**config.mk**
```make
export PLATFORM = sky130hd
export DESIGN_NAME = hiaddr_port
export DESIGN_NICKNAME = d
export VERILOG_FILES = /design/src/rtl/hiaddr_port_pkg.sv /design/src/rtl/hap_latch.sv /design/src/rtl/hap_drive_mux.sv /design/src/rtl/hap_read_sel.sv /design/src/rtl/hiaddr_port.sv
export SDC_FILE = /design/constraint.sdc
export NUM_CORES = 1
export LEC_CHECK = 0
export ABC_CLOCK_PERIOD_IN_PS = 1000
export BUFFER_PORTS_ARGS = -buffer_cell sky130_fd_sc_hd__buf_4
export CORE_UTILIZATION = 30
export CTS_CLUSTER_SIZE = 16
export DETAILED_ROUTE_END_ITERATION = 6
export GPL_ROUTABILITY_DRIVEN = 0
export RECOVER_POWER = 25
export REMOVE_ABC_BUFFERS = 1
export SLEW_MARGIN = 25
export SYNTH_ARGS = -nofsm -noshare
export SYNTH_HDL_FRONTEND = slang
export SYNTH_SLANG_ARGS = --single-unit
```
**constraint.sdc**
```tcl
create_clock -name clk -period 1 [get_ports clk]
set_clock_uncertainty 0.2 [all_clocks]
set_input_delay 0.05 -clock clk [delete_from_list [all_inputs] [get_ports clk]]
set_output_delay 0.05 -clock clk [all_outputs]
set_load 0.03 [all_outputs]
```
**src/rtl/hiaddr_port_pkg.sv**
```systemverilog
package hiaddr_port_pkg;
  typedef enum logic [1:0] {
    SRC_NONE  = 2'd0,
    SRC_PIN   = 2'd1,
    SRC_LATCH = 2'd2
  } rd_src_e;
endpackage

```
**src/rtl/hap_latch.sv**
```systemverilog
module hap_latch #(
  parameter int W = 8
) (
  input  logic         clk,
  input  logic         rst_n,
  input  logic         wr_en,
  input  logic [W-1:0] wr_data,
  output logic [W-1:0] q
);
  always_ff @(posedge clk or negedge rst_n) begin
    if (!rst_n)     q <= '1;
    else if (wr_en) q <= wr_data;
  end

  // nothing but a write changes the latch, address mode included
  p_hold_r6: assert property (@(posedge clk) disable iff (!rst_n)
    !wr_en |=> $stable(q));

  p_load_r4: assert property (@(posedge clk) disable iff (!rst_n)
    wr_en |=> q == $past(wr_data));
endmodule

```
**src/rtl/hap_drive_mux.sv**
```systemverilog
module hap_drive_mux #(
  parameter int W = 8
) (
  input  logic         sel,
  input  logic [W-1:0] latch_q,
  input  logic [W-1:0] addr,
  output logic [W-1:0] pull_dn
);
  for (genvar i = 0; i < W; i++) begin : g_bit
    logic drv;
    assign drv        = sel ? addr[i] : latch_q[i];
    assign pull_dn[i] = ~drv;
  end
endmodule

```
**src/rtl/hap_read_sel.sv**
```systemverilog
module hap_read_sel
  import hiaddr_port_pkg::*;
#(
  parameter int W = 8
) (
  input  logic         clk,
  input  logic         rst_n,
  input  logic         rd_pin,
  input  logic         rd_latch,
  input  logic [W-1:0] pin_in,
  input  logic [W-1:0] latch_q,
  output logic         rd_valid,
  output logic [W-1:0] rd_data
);
  rd_src_e src;

  always_comb begin
    if (rd_latch)    src = SRC_LATCH;
    else if (rd_pin) src = SRC_PIN;
    else             src = SRC_NONE;
  end

  always_ff @(posedge clk or negedge rst_n) begin
    if (!rst_n) begin
      rd_valid <= 1'b0;
      rd_data  <= '0;
    end else begin
      rd_valid <= (src != SRC_NONE);
      unique case (src)
        SRC_LATCH: rd_data <= latch_q;
        SRC_PIN:   rd_data <= pin_in;
        default:   rd_data <= '0;
      endcase
    end
  end

  // the latch request takes priority
  p_latch_read_r7: assert property (@(posedge clk) disable iff (!rst_n)
    rd_latch |=> rd_valid && rd_data == $past(latch_q));
  p_pin_read_r8: assert property (@(posedge clk) disable iff (!rst_n)
    (rd_pin && !rd_latch) |=> rd_valid && rd_data == $past(pin_in));
  p_idle_r10: assert property (@(posedge clk) disable iff (!rst_n)
    (!rd_pin && !rd_latch) |=> !rd_valid && rd_data == '0);
endmodule

```
**src/rtl/hiaddr_port.sv**
```systemverilog
module hiaddr_port #(
  parameter int W = 8
) (
  input  logic         clk,
  input  logic         rst_n,
  input  logic         wr_en,
  input  logic [W-1:0] wr_data,
  input  logic         rd_pin_req,
  input  logic         rd_latch_req,
  input  logic         addr_sel,
  input  logic [W-1:0] addr_hi,
  input  logic [W-1:0] pin_in,
  output logic [W-1:0] pull_dn,
  output logic         rd_valid,
  output logic [W-1:0] rd_data
);
  logic [W-1:0] latch_q;

  hap_latch #(.W(W)) u_latch (
    .clk(clk), .rst_n(rst_n), .wr_en(wr_en), .wr_data(wr_data), .q(latch_q)
  );

  hap_drive_mux #(.W(W)) u_mux (
    .sel(addr_sel), .latch_q(latch_q), .addr(addr_hi), .pull_dn(pull_dn)
  );

  hap_read_sel #(.W(W)) u_rd (
    .clk(clk), .rst_n(rst_n), .rd_pin(rd_pin_req), .rd_latch(rd_latch_req),
    .pin_in(pin_in), .latch_q(latch_q), .rd_valid(rd_valid), .rd_data(rd_data)
  );

  p_addr_pins_r3: assert property (@(posedge clk) disable iff (!rst_n)
    addr_sel |-> pull_dn == ~addr_hi);
  p_io_pins_r2: assert property (@(posedge clk) disable iff (!rst_n)
    !addr_sel |-> pull_dn == ~latch_q);
  // a write in address mode must not reach the pins
  p_addr_write_r5: assert property (@(posedge clk) disable iff (!rst_n)
    (addr_sel && wr_en) |=> (addr_sel -> pull_dn == ~addr_hi));
endmodule

```
==> out/qor.yml <==
global_routing:
  grt_usage_pct: 16.5
  gr-total-overflow: 0
  grt_pass1_wl_mm: 3.13
  antenna_found_initial: 0
  grt_pass1_vias: 695
  grt_start_max_net_pins: 18
synth:
  ys_types: 11
  synth-compound-area-share_pct: 6.73
  synth_top_family_by_area: "multiplexers"
  synth_common_cells: "nand2_1 (12), dfrtp_1 (9), dfstp_2 (8), mux2_2 (8), mux2i_1 (8)"
  yosysSeqAreaShare_pct: 58.6
  synth-async-reset-ratio_pct: 100
  synthMuxAreaShare_pct: 22.9
  yosys.area_share.adder_pct: 0
  syn-cell-area_um2: 743
  synth-edff-count: 0
  avgSynthCellArea_um2: 12.8
  ys_ff_latch: 17
  yosys_warnings: 0
  yosys.area_share.simple_pct: 8.08
  synthXorXnorAreaFrac_pct: 0
  synth_most_common_cell: "nand2_1"
  syn_inst: 58
  ys_top_cells_by_area: "dfrtp_1 (30%), dfstp_2 (28%), mux2_2 (12%)"
  synthFlopType: "dfrtp_1"
  synth_top_area_share_pct: 30.3
  synth_area_leader_cell: "dfrtp_1"
clock_network:
  cts.htree.levels: 1
  cts_buffer_depth: 2
  cts_tree: "done"
  clk_latency_ps: 290
  cts_root_buf: "clkbuf_4"
  cts_made_buffers: 3
  clock_sinks: 17
  clk_pin_slew_ps: 100
routing:
  antenna_left: 0
  vias: 735
  wire_per_inst_um: 13.0
  post-route-drc-count: 0
  drt_iter0_markers: 1
  drt_first_pass_iters: 4
  postRouteWirelength_mm: 2.08
  vias_per_cell: 4.59
cells_and_area:
  diodes: 0
  finalNonFillerCells: 160
  drive_gt1_share_pct: 65.2
  syn2layout_area_growth_pct: 98.1
  final_area_um2: 1470
  fin_util_pct: 64.7
  nets: 163
outcome:
  status: "complete, but fails checks"
  violations: "hold timing, setup timing"
setup_path:
  cp-start-kind: "flop"
  cp.required_ps: 750
  worstPathMaxFanout: 2
  path_class: "flop to primary output"
  worstPathArrival_ps: 1100
  cp-end-kind: "primary output"
  regToRegSetupSlack_ps: -120
sta:
  final.min_clock_period_ps: 1350
  whs_ps: -89.3
  setup_viol: 34
  fin_ws_ps: -352
  tightest_slew_ps: 399
  fmax_mhz: 740
  min_period_over_period_pct: 135
  slew_viol_final: 0
  hold_viol: 17
  rsz0062_at_grt: "true"
  slew_headroom_pct: 73.4
placed_design:
  placed_area_um2: 1100
  dp_cells: 129
  dp_hpwl_mm: 1.31
  port_buffers: 46
floorplanning:
  rows: 17
  die_w_um: 51.8
  pin_count: 47
  core_um2: 2280
  die_area_um2: 2680
  start_util_pct: 32.7
  die_height_um: 51.8
worst_hold_path:
  min_path_type: "input pin to flop"
pwr:
  p_total_mw: 1.84
  peakVddDrop_mv: 1.02
  leakagePower_nw: 0.726
  power.density_nw_per_um2: 1250
run:
  max-cap-violations: 0
[state kept, by name (all words and copies together) (netlist names)]
signal,count
u_rd.rd_valid,1
u_latch.q,8
u_rd.rd_data,8
[report_power, final]
group / switching, mW / internal, mW
clock: 0.218 / 0.149
sequential: 0.0377 / 0.777
combinational: 0.297 / 0.362
total: 0.553 / 1.29
[worst max-delay path: stages, from the launching register on]
cell and delay (ps):
dfstp_2 550, mux2i_1 80, buf_4 180
[layout make-up]
type                       count  area [um^2]
clock buffer                   3         22.5
clock inverter                 1         5.00
multi-input combinational     38          328
timing repair buffer          73          647
sequential                    17          435
fill                         186          803
tap                           28         35.0
[kinds of logic after synthesis]
group / Yosys count
and+or+nand+nor: 14
muxes: 16
AOI/OAI and AO/OA: 8
buffers and inverters: 3
DFF: 17
[layout by cell type, fill, tap and decap left out, drive strengths merged, types with 2 or more instances in the layout]
cell type    netlist  routed
mux2               8       8
dfrtp              9       9
nand2             12      12
buf                3      54
a22o               2       2
o21ai              6       6
clkbuf             0       4
dlygate4sd3        0      18
mux2i              8       8
dfstp              8       8
[routing by layer]
layer  GRT usage (%)  wire length [um]  up-vias
li1                -                 -      347
met1            18.5               818      347
met2            29.2              1070       35
met3            4.68               137        6
met4            6.76                51        0
met5               0                 0        -
[final timing paths]
path / from / to / cells after the start
setup / recovery: u_latch.q[1]$_DFFE_PN1P_ / pull_dn[1] / 2
hold / removal: rd_latch_req / u_rd.rd_data[0]$_DFF_PN0_ / 3
setup reg to reg: u_latch.q[3]$_DFFE_PN1P_ / u_rd.rd_data[3]$_DFF_PN0_ / 3
hold reg to reg: u_latch.q[5]$_DFFE_PN1P_ / u_rd.rd_data[5]$_DFF_PN0_ / 3
max in group asynchronous: rst_n / u_latch.q[6]$_DFFE_PN1P_ / 2
min in group asynchronous: rst_n / u_rd.rd_data[2]$_DFF_PN0_ / 2
[per-stage QoR]
| step | worst slack [ps] | TNS, ps |
|---|---|---|
| 2_1_floorplan | -94.7 | -757 |
| 3_3_place_gp | -14.7 | -32.8 |
| 3_5_place_dp | -21.1 | -62.1 |
| 4_1_cts | -347 | -4190 |
| 5_1_grt | -380 | -5020 |
| 6_report | -352 | -3980 |
[timing repair]
action | 4_1_cts | 5_1_grt
hold buffers | 18 | 1
setup endpoints to repair | 17 | 33
gates resized for setup | 22 | 15
hold endpoints to repair | 34 | 26
buffers inserted | 7 | 5
pin swaps | 1 | 1
Note: power is estimated with default switching activity, not from simulation.
